--- src/rtl/crc_pkg.sv ---
package crc_pkg;

   typedef enum logic [1:0] {
      SEL_DATA = 2'd0,
      SEL_POLY = 2'd1,
      SEL_SEED = 2'd2,
      SEL_NONE = 2'd3
   } crc_sel_e;

endpackage

--- src/rtl/crc_bit_step.sv ---
module crc_bit_step #(
   parameter int CRC_W = 32
) (
   input  logic [CRC_W-1:0] state_i,
   input  logic [CRC_W-1:0] poly_i,
   input  logic             bit_i,
   output logic [CRC_W-1:0] state_o
);

   logic fold;

   always_comb begin
      fold    = state_i[0] ^ bit_i;
      state_o = (state_i >> 1) ^ (fold ? poly_i : '0);
   end

endmodule

--- src/rtl/crc_word_update.sv ---
module crc_word_update #(
   parameter int CRC_W  = 32,
   parameter int DATA_W = 32
) (
   input  logic [CRC_W-1:0]  state_i,
   input  logic [CRC_W-1:0]  poly_i,
   input  logic [DATA_W-1:0] data_i,
   output logic [CRC_W-1:0]  state_o
);

   localparam int STAGES = DATA_W;

   logic [CRC_W-1:0] chain [STAGES+1];

   assign chain[0] = state_i;

   generate
      for (genvar g = 0; g < STAGES; g++) begin : g_step
         crc_bit_step #(.CRC_W(CRC_W)) u_step (
            .state_i (chain[g]),
            .poly_i  (poly_i),
            .bit_i   (data_i[g]),
            .state_o (chain[g+1])
         );
      end
   endgenerate

   assign state_o = chain[STAGES];

endmodule

--- src/rtl/crc_engine.sv ---
module crc_engine #(
   parameter int              CRC_W      = 32,
   parameter int              DATA_W     = 32,
   parameter logic [CRC_W-1:0] POLY_RESET = CRC_W'(32'hEDB88320)
) (
   input  logic              clk,
   input  logic              rst_n,
   input  logic              wr_en,
   input  logic [1:0]        wr_addr,
   input  logic [DATA_W-1:0] wr_data,
   output logic [CRC_W-1:0]  crc_value,
   output logic [CRC_W-1:0]  poly_value
);
   import crc_pkg::*;

   localparam logic [CRC_W-1:0] STATE_RESET = '1;

   generate
      if (CRC_W < 1 || CRC_W > 32) begin : g_bad_crc_w
         $error("crc_engine: CRC_W must lie in 1..32");
      end
      if (DATA_W < CRC_W) begin : g_bad_data_w
         $error("crc_engine: DATA_W must be at least CRC_W");
      end
   endgenerate

   crc_sel_e         sel;
   logic [CRC_W-1:0] crc_q;
   logic [CRC_W-1:0] poly_q;
   logic [CRC_W-1:0] crc_next;
   logic [CRC_W-1:0] wr_low;

   assign sel    = crc_sel_e'(wr_addr);
   assign wr_low = wr_data[CRC_W-1:0];

   crc_word_update #(.CRC_W(CRC_W), .DATA_W(DATA_W)) u_update (
      .state_i (crc_q),
      .poly_i  (poly_q),
      .data_i  (wr_data),
      .state_o (crc_next)
   );

   always_ff @(posedge clk or negedge rst_n) begin
      if (!rst_n) begin
         crc_q  <= STATE_RESET;
         poly_q <= POLY_RESET;
      end else if (wr_en) begin
         unique case (sel)
            SEL_DATA: crc_q  <= crc_next;
            SEL_POLY: poly_q <= wr_low;
            SEL_SEED: crc_q  <= wr_low;
            default:  ;
         endcase
      end
   end

   assign crc_value  = crc_q;
   assign poly_value = poly_q;


   poly_load_chk: assert property (@(posedge clk) disable iff (!rst_n)
      (wr_en && wr_addr == 2'd1) |=> poly_value == $past(wr_data[CRC_W-1:0]));


   seed_load_chk: assert property (@(posedge clk) disable iff (!rst_n)
      (wr_en && wr_addr == 2'd2) |=> crc_value == $past(wr_data[CRC_W-1:0]));


   zero_hold_chk: assert property (@(posedge clk) disable iff (!rst_n)
      (wr_en && wr_addr == 2'd0 && crc_value == '0 && wr_data == '0) |=> crc_value == '0);


   idle_hold_chk: assert property (@(posedge clk) disable iff (!rst_n)
      (!wr_en || wr_addr == 2'd3) |=> ($stable(crc_value) && $stable(poly_value)));


   poly_order_chk: assert property (@(posedge clk) disable iff (!rst_n)
      (wr_en && wr_addr == 2'd0) |=> $stable(poly_value));

endmodule

--- config.mk ---
export PLATFORM = sky130hd
export DESIGN_NAME = crc_engine
export DESIGN_NICKNAME = d
export VERILOG_FILES = /design/src/rtl/crc_pkg.sv /design/src/rtl/crc_bit_step.sv /design/src/rtl/crc_word_update.sv /design/src/rtl/crc_engine.sv
export SDC_FILE = /design/constraint.sdc
export NUM_CORES = 1
export LEC_CHECK = 0
export ABC_CLOCK_PERIOD_IN_PS = 16320
export BUFFER_PORTS_ARGS = -buffer_cell sky130_fd_sc_hd__clkbuf_2
export CAP_MARGIN = 10
export CORE_MARGIN = 2
export CORE_UTILIZATION = 30
export CTS_CLUSTER_DIAMETER = 150
export DETAILED_ROUTE_END_ITERATION = 6
export HOLD_SLACK_MARGIN = 0.05
export PLACE_DENSITY_LB_ADDON = 0.08
export SLEW_MARGIN = 20
export SYNTH_ARGS = -nofsm -noshare
export SYNTH_HDL_FRONTEND = slang
export SYNTH_SLANG_ARGS = --single-unit
--- constraint.sdc ---
create_clock -name clk -period 16.32 [get_ports clk]
set_input_delay 1.632 -clock clk [delete_from_list [all_inputs] [get_ports clk]]
set_output_delay 1.632 -clock clk [all_outputs]
set_load 0.01 [all_outputs]
==> results.ini, run 1 <==
[place]
port_buffers = 100
gp_congestion = 0.903
detailedPlacementHpwl_um = 75800
place_ws_ns = -0.0397

[timing]
skew_ns = 0.00740
slew_viol_final = 0
max_slew_margin_pct = 29.5
period_share_pct = 95.3
fmax_mhz = 64.3
setup_violations = 0
worstMarginPinSlew_ns = 1.03
hold_viol = 0
min_period_ns = 15.55
tns_ns = 0
worst_slack_ns = 0.770

[detailed_routing]
drtPass1Iterations = 6
ant_nets = 0
via_per_inst = 5.60
drc = 0
routedWlPerCell_um = 23.1
wl_um = 103000
vias = 25042
drtIter0Drc = 2234

[logic_synthesis]
netlist_area_um2 = 23100
yosys_warnings = 0
postSynthCellCount = 3555
synth_nets = 3592
ys_ff_latch = 64
ys.flop_type = dfstp_2
ys_seq_area_share_pct = 7.17
synthDistinctLibCells = 102
synth_edf_count = 0
synth_area_per_cell_um2 = 6.51
synthArstFlopShare_pct = 100

[critical_path]
cp_slowest_stage_delay_ns = 0.56
reg2regPathDepth = 48
worstSetupStartpointType = primary input
cp_slowest_cell = xnor2_1
crit_type = primary input to register
reg2reg_slack_ns = 1.28
crit_required_ns = 16.59
r2r_end = crc_value[19]$_DFFE_PN1P_
cpMostUsedCell = buf_4
crit_path_end_kind = register
critical_path.max_fanout = 55
critical_path_arrival_ns = 15.82
worstReg2RegStart = poly_value[0]$_DFFE_PN0P_

[floorplanning]
io-pin-count = 101
fp.dieW_um = 282
core_area_um2 = 76200
start_util_pct = 30.4
die_area_um2 = 79400
die_h_um = 282
placementRows = 101

[global_route]
grt_usage_pct = 25.4
gr-total-overflow = 0
grt_pass1_wl_um = 157000
grt_antenna_before_repair = 0
grt_max_degree = 93
grt_pass1_vias = 23702

[cts]
cts.sinks = 64
cts.htree.levels = 3
ctsHoldBuffers = 0
tritoncts = yes
clk_latency_ns = 0.34
cts-root-buf = clkbuf_16
cts.clk_slew.worst_paths_ns = 0.06
cts_buffers = 9
cts_buffer_depth = 2

[run_status]
status = finished clean

[layout]
nets = 3475
diodes = 0
layout-area-overhead-vs-synth_pct = 8.76
layout-drive-gt1-share_pct = 13.0

[hold_path]
hold_path_startpoint = crc_value[22]$_DFFE_PN1P_
hold_class = register to register
hold_depth = 2
hold_end = crc_value[22]$_DFFE_PN1P_

[flow_run]
max-cap-violations = 0

-- worst max-delay path by stage --
stage | start | endpoint | slack (ns) | cells past startpoint
3_5_place_dp | wr_data[0] | crc_value[2]$_DFFE_PN1P_ | -0.04 | 47
6_report | wr_data[0] | crc_value[19]$_DFFE_PN1P_ | 0.77 | 48
2_1_floorplan | wr_data[0] | crc_value[23]$_DFFE_PN1P_ | 2.78 | 48
5_1_grt | wr_data[2] | crc_value[17]$_DFFE_PN1P_ | -0.04 | 51
4_1_cts | wr_data[0] | crc_value[2]$_DFFE_PN1P_ | 0.23 | 47
3_3_place_gp | wr_data[0] | crc_value[2]$_DFFE_PN1P_ | 0.04 | 48
-- cells in the final DEF (no fill, tap or decap), types with 9 or more instances in the layout --
| cell type | Yosys | final |
|---|---|---|
| and3_1 | 34 | 33 |
| nor2_2 | 4 | 12 |
| inv_1 | 16 | 16 |
| nand4_1 | 46 | 46 |
| o21ai_0 | 181 | 179 |
| dfrtp_2 | 0 | 9 |
| a211o_1 | 10 | 10 |
| dfstp_2 | 46 | 46 |
| o22ai_1 | 31 | 31 |
| clkbuf_16 | 0 | 9 |
| or3_1 | 13 | 13 |
| mux2_2 | 40 | 40 |
| or4_1 | 17 | 17 |
| a21oi_1 | 204 | 204 |
| nor3_1 | 30 | 30 |
| nor2b_1 | 11 | 10 |
| xnor3_1 | 22 | 22 |
| o221ai_1 | 18 | 18 |
| a31oi_1 | 17 | 16 |
| nand2_1 | 775 | 774 |
| xor2_2 | 5 | 9 |
| o211ai_1 | 51 | 51 |
| xor2_1 | 50 | 45 |
| o31ai_1 | 18 | 17 |
| buf_4 | 7 | 131 |
| nor2_1 | 292 | 283 |
| a32oi_1 | 39 | 38 |
| clkbuf_2 | 0 | 99 |
| o2bb2ai_1 | 9 | 9 |
| and2_1 | 11 | 10 |
| mux2i_1 | 19 | 19 |
| xnor2_2 | 7 | 13 |
| a211oi_1 | 76 | 76 |
| o21ai_1 | 37 | 35 |
| xnor2_1 | 762 | 754 |
| nor4_1 | 12 | 12 |
| nand3_1 | 69 | 69 |
| a22oi_1 | 15 | 15 |
-- worst max-delay path, delay by kind of cell --
kind	cells	cell delay, ns
simple gates	13	3.03
xor+xnor	10	3.59
mux	3	1.25
compound gates	17	5.03
buf+inv	5	1.17
-- cell families (layout without fill, tap and decap cells) --
family,Yosys count,in the layout,share of synthesized area [%]
AOI/OAI and AO/OA,827,827,23.7
xor gates and xnor gates,851,852,34.3
buffers and inverters,388,275,6.58
DFF,64,64,7.17
muxes,62,62,2.95
and+or+nand+nor,1363,1363,25.3
-- state kept, by name, summed over array words and instances (netlist names) --
register,cells
crc_value,32
poly_value,32
-- layer usage --
layer	routed length [µm]	vias up	GRT usage [%]
met4	3450	0	7.64
met2	49900	821	43.2
met3	4640	131	1.94
li1	-	11921	-
met1	45400	12169	34.0
met5	0	-	0
-- through the flow --
stage          instances  cell area (µm²)  hold slack, ns  util, %
6_report            4473            25200           0.496     33.0
5_1_grt             4473            25200           0.513     33.0
4_1_cts             4464            24900           0.495     32.7
3_5_place_dp        4448            24600           0.486     32.3
3_3_place_gp        4448            24600           0.483     32.3
2_1_floorplan       3555            23100           0.480        -
-- layout make-up --
| type | count | area (µm²) |
|---|---|---|
| repair buffers | 236 | 1560 |
| clock inverters | 3 | 40.0 |
| well taps | 1030 | 1290 |
| inverters | 23 | 88.8 |
| multi-input cells | 3104 | 20300 |
| flip-flops and latches | 64 | 1670 |
| fillers | 8223 | 51000 |
| clock buffers | 13 | 260 |
-- cells in the mapped netlist (7+ instances only) --
| master | count | area, µm² |
|---|---|---|
| o31ai_1 | 18 | 135 |
| a221oi_1 | 7 | 61.3 |
| dfrtp_1 | 18 | 450 |
| and3_1 | 34 | 213 |
| nor4_1 | 12 | 75.1 |
| o221ai_1 | 18 | 158 |
| buf_4 | 7 | 52.6 |
| a211oi_1 | 76 | 571 |
| or3_1 | 13 | 81.3 |
| mux2_2 | 40 | 450 |
| nor2_1 | 292 | 1100 |
| buf_2 | 26 | 130 |
| a22oi_1 | 15 | 113 |
| xnor2_2 | 7 | 114 |
| xor2_1 | 50 | 438 |
| a211o_1 | 10 | 87.6 |
| xnor2_1 | 762 | 6670 |
| o311a_1 | 8 | 80.1 |
| or4b_1 | 7 | 70.1 |
| a21o_1 | 8 | 60.1 |
| nor2b_1 | 11 | 68.8 |
| nand3b_1 | 7 | 52.6 |
| xnor3_1 | 22 | 495 |
| clkinv_1 | 7 | 26.3 |
| nor3_1 | 30 | 150 |
| nand3_1 | 69 | 345 |
| nand2_1 | 775 | 2910 |
| o22ai_1 | 31 | 194 |
| a32oi_1 | 39 | 342 |
| o211ai_1 | 51 | 383 |
| nand4_1 | 46 | 288 |
| o21ai_0 | 181 | 906 |
| o21ai_1 | 37 | 185 |
| dfstp_2 | 46 | 1210 |
| a31oi_1 | 17 | 106 |
| a21oi_1 | 204 | 1020 |
| mux2i_1 | 19 | 190 |
| clkbuf_1 | 251 | 942 |
| o2bb2ai_1 | 9 | 78.8 |
| buf_1 | 80 | 300 |
| or4_1 | 17 | 128 |
| and2_1 | 11 | 68.8 |
| inv_1 | 16 | 60.1 |
-- repair_timing --
item | CTS | global route
hold endpoints to repair | 0 | 0
setup endpoints to repair | 0 | 32
resized for setup | 0 | 28
buffers inserted | 0 | 8
Power of run 1 is left out: the tool's default activity adds up to more than one toggle a clock period on the data nets, which glitch-free logic cannot reach.
==> run 2: changes to the inputs <==
- CORE_UTILIZATION: 30 -> 55
==> run 2 against run 1 <==
Sequential share of layout area grew 0.13 points. Highest routed layer unchanged. Global-route usage grew 15 points. Clock skew shrank 0.00077 ns.
==> results.ini, run 2 (synthesized netlist as in run 1, its figures left out) <==
[run_status]
status = finished clean

[detailed_routing]
vias = 25732
routedWlPerCell_um = 22.8
dr_wl_met3_um = 7700
top_layer_used = met4
via_per_inst = 6.48
met2_length_um = 42000
ant_nets = 0
wl_um = 90600
drc = 0
drt-met1-wl_um = 35000
drtPass1Iterations = 6
drtIter0Drc = 3270

[cts]
cts_buffer_depth = 2
cts.clk_slew.worst_paths_ns = 0.06
cts.sinks = 64
tritoncts = yes
cts-root-buf = clkbuf_16
clk_latency_ns = 0.34
ctsHoldBuffers = 0
cts.htree.levels = 3
cts_buffers = 9

[critical_path]
reg2reg_slack_ns = 1.37
worstReg2RegStart = poly_value[0]$_DFFE_PN0P_
crit_family = compound AO/OA/AOI/OAI gates
cpMostUsedCell = buf_4
critPathBufInv = 9
r2r_end = crc_value[24]$_DFFE_PN1P_
critical_path_arrival_ns = 15.98
worstSetupStartpointType = primary input
crit_path_end_kind = register
critical_path.max_fanout = 32
crit_type = primary input to register
cp_slowest_stage_delay_ns = 0.55
reg2regPathDepth = 48
crit_required_ns = 16.59
cp_slowest_cell = a211oi_1

[timing]
min_period_ns = 15.71
setup_violations = 0
slew_viol_final = 0
max_slew_margin_pct = 21.2
worstMarginPinSlew_ns = 1.17
period_share_pct = 96.3
fmax_mhz = 63.6
hold_viol = 0
skew_ns = 0.00663

[floorplanning]
fp.dieW_um = 209
core_area_um2 = 41800
die_h_um = 209
start_util_pct = 55.4
die_area_um2 = 43700
placementRows = 75
io-pin-count = 101

[global_route]
grt_pass1_wl_um = 140000
grt_usage_pct = 39.9
grt_max_degree = 67
gr-total-overflow = 0
grt_pass1_vias = 23800
grt_antenna_before_repair = 0

[place]
gp_congestion = 0.955
detailedPlacementHpwl_um = 63800
port_buffers = 100

[hold_path]
hold_depth = 2
hold_end = crc_value[4]$_DFFE_PN1P_
hold_path_startpoint = crc_value[4]$_DFFE_PN1P_
hold_class = register to register

[layout]
nets = 3466
final_cell_mix = nand2_1 (775), xnor2_1 (752), nor2_1 (289)
layout-drive-gt1-share_pct = 12.6
final_common_cell = nand2_1
layout-area-overhead-vs-synth_pct = 6.05
diodes = 0
fillers = 3930
fin_util_pct = 58.8

[flow_run]
max-cap-violations = 0

-- run 2: worst max path at each step --
stage                     from                         to  slack, ns  cells after the start
floorplan           wr_data[0]  crc_value[23]$_DFFE_PN1P_       2.78                     48
global placement    wr_data[0]  crc_value[23]$_DFFE_PN1P_       0.08                     49
detailed placement  wr_data[0]  crc_value[15]$_DFFE_PN1P_       0.21                     50
CTS                 wr_data[0]  crc_value[15]$_DFFE_PN1P_       0.51                     50
global route        wr_data[2]  crc_value[24]$_DFFE_PN1P_      -0.09                     51
finish              wr_data[0]  crc_value[24]$_DFFE_PN1P_       0.61                     51
-- run 2: tightest hold or removal path, delay by kind of cell, from the launching register on --
kind	cells	cell delay, ns
flops	1	0.38
simple gates	1	0.05
compound gates	1	0.05
-- run 2: layout make-up --
class	count	area, µm²	area share, %
repair buffers	227	1470	5.99
multi-input cells	3104	20300	82.8
well taps	539	674	2.75
inverters	23	88.8	0.362
flip-flops and latches	64	1660	6.78
clock buffers	9	225	0.918
clock inverters	7	96.3	0.393
-- run 2: layer usage --
| layer | track usage (%) | vias to the layer above |
|---|---|---|
| met5 | 0 | - |
| met2 | 65.9 | 1434 |
| met3 | 5.18 | 329 |
| li1 | - | 11910 |
| met1 | 49.8 | 12059 |
| met4 | 23.4 | 0 |
-- run 2: stage by stage --
stage	worst slack (ns)	std cells	instance area [µm²]	setup TNS [ns]	hold WS, ns
floorplan	2.78	3555	23100	0	0.480
global placement	0.0833	3950	23900	0	0.479
detailed placement	0.205	3950	23900	0	0.477
CTS	0.513	3966	24200	0	0.485
global route	-0.0916	3973	24500	-0.397	0.507
finish	0.608	3973	24500	0	0.491
-- run 2: what timing repair did --
action                                  in CTS  in global routing
endpoints found under the setup margin       0                 32
buffers inserted                             0                  6
resized for setup                            0                 39
Power of run 2 is left out for the same reason.
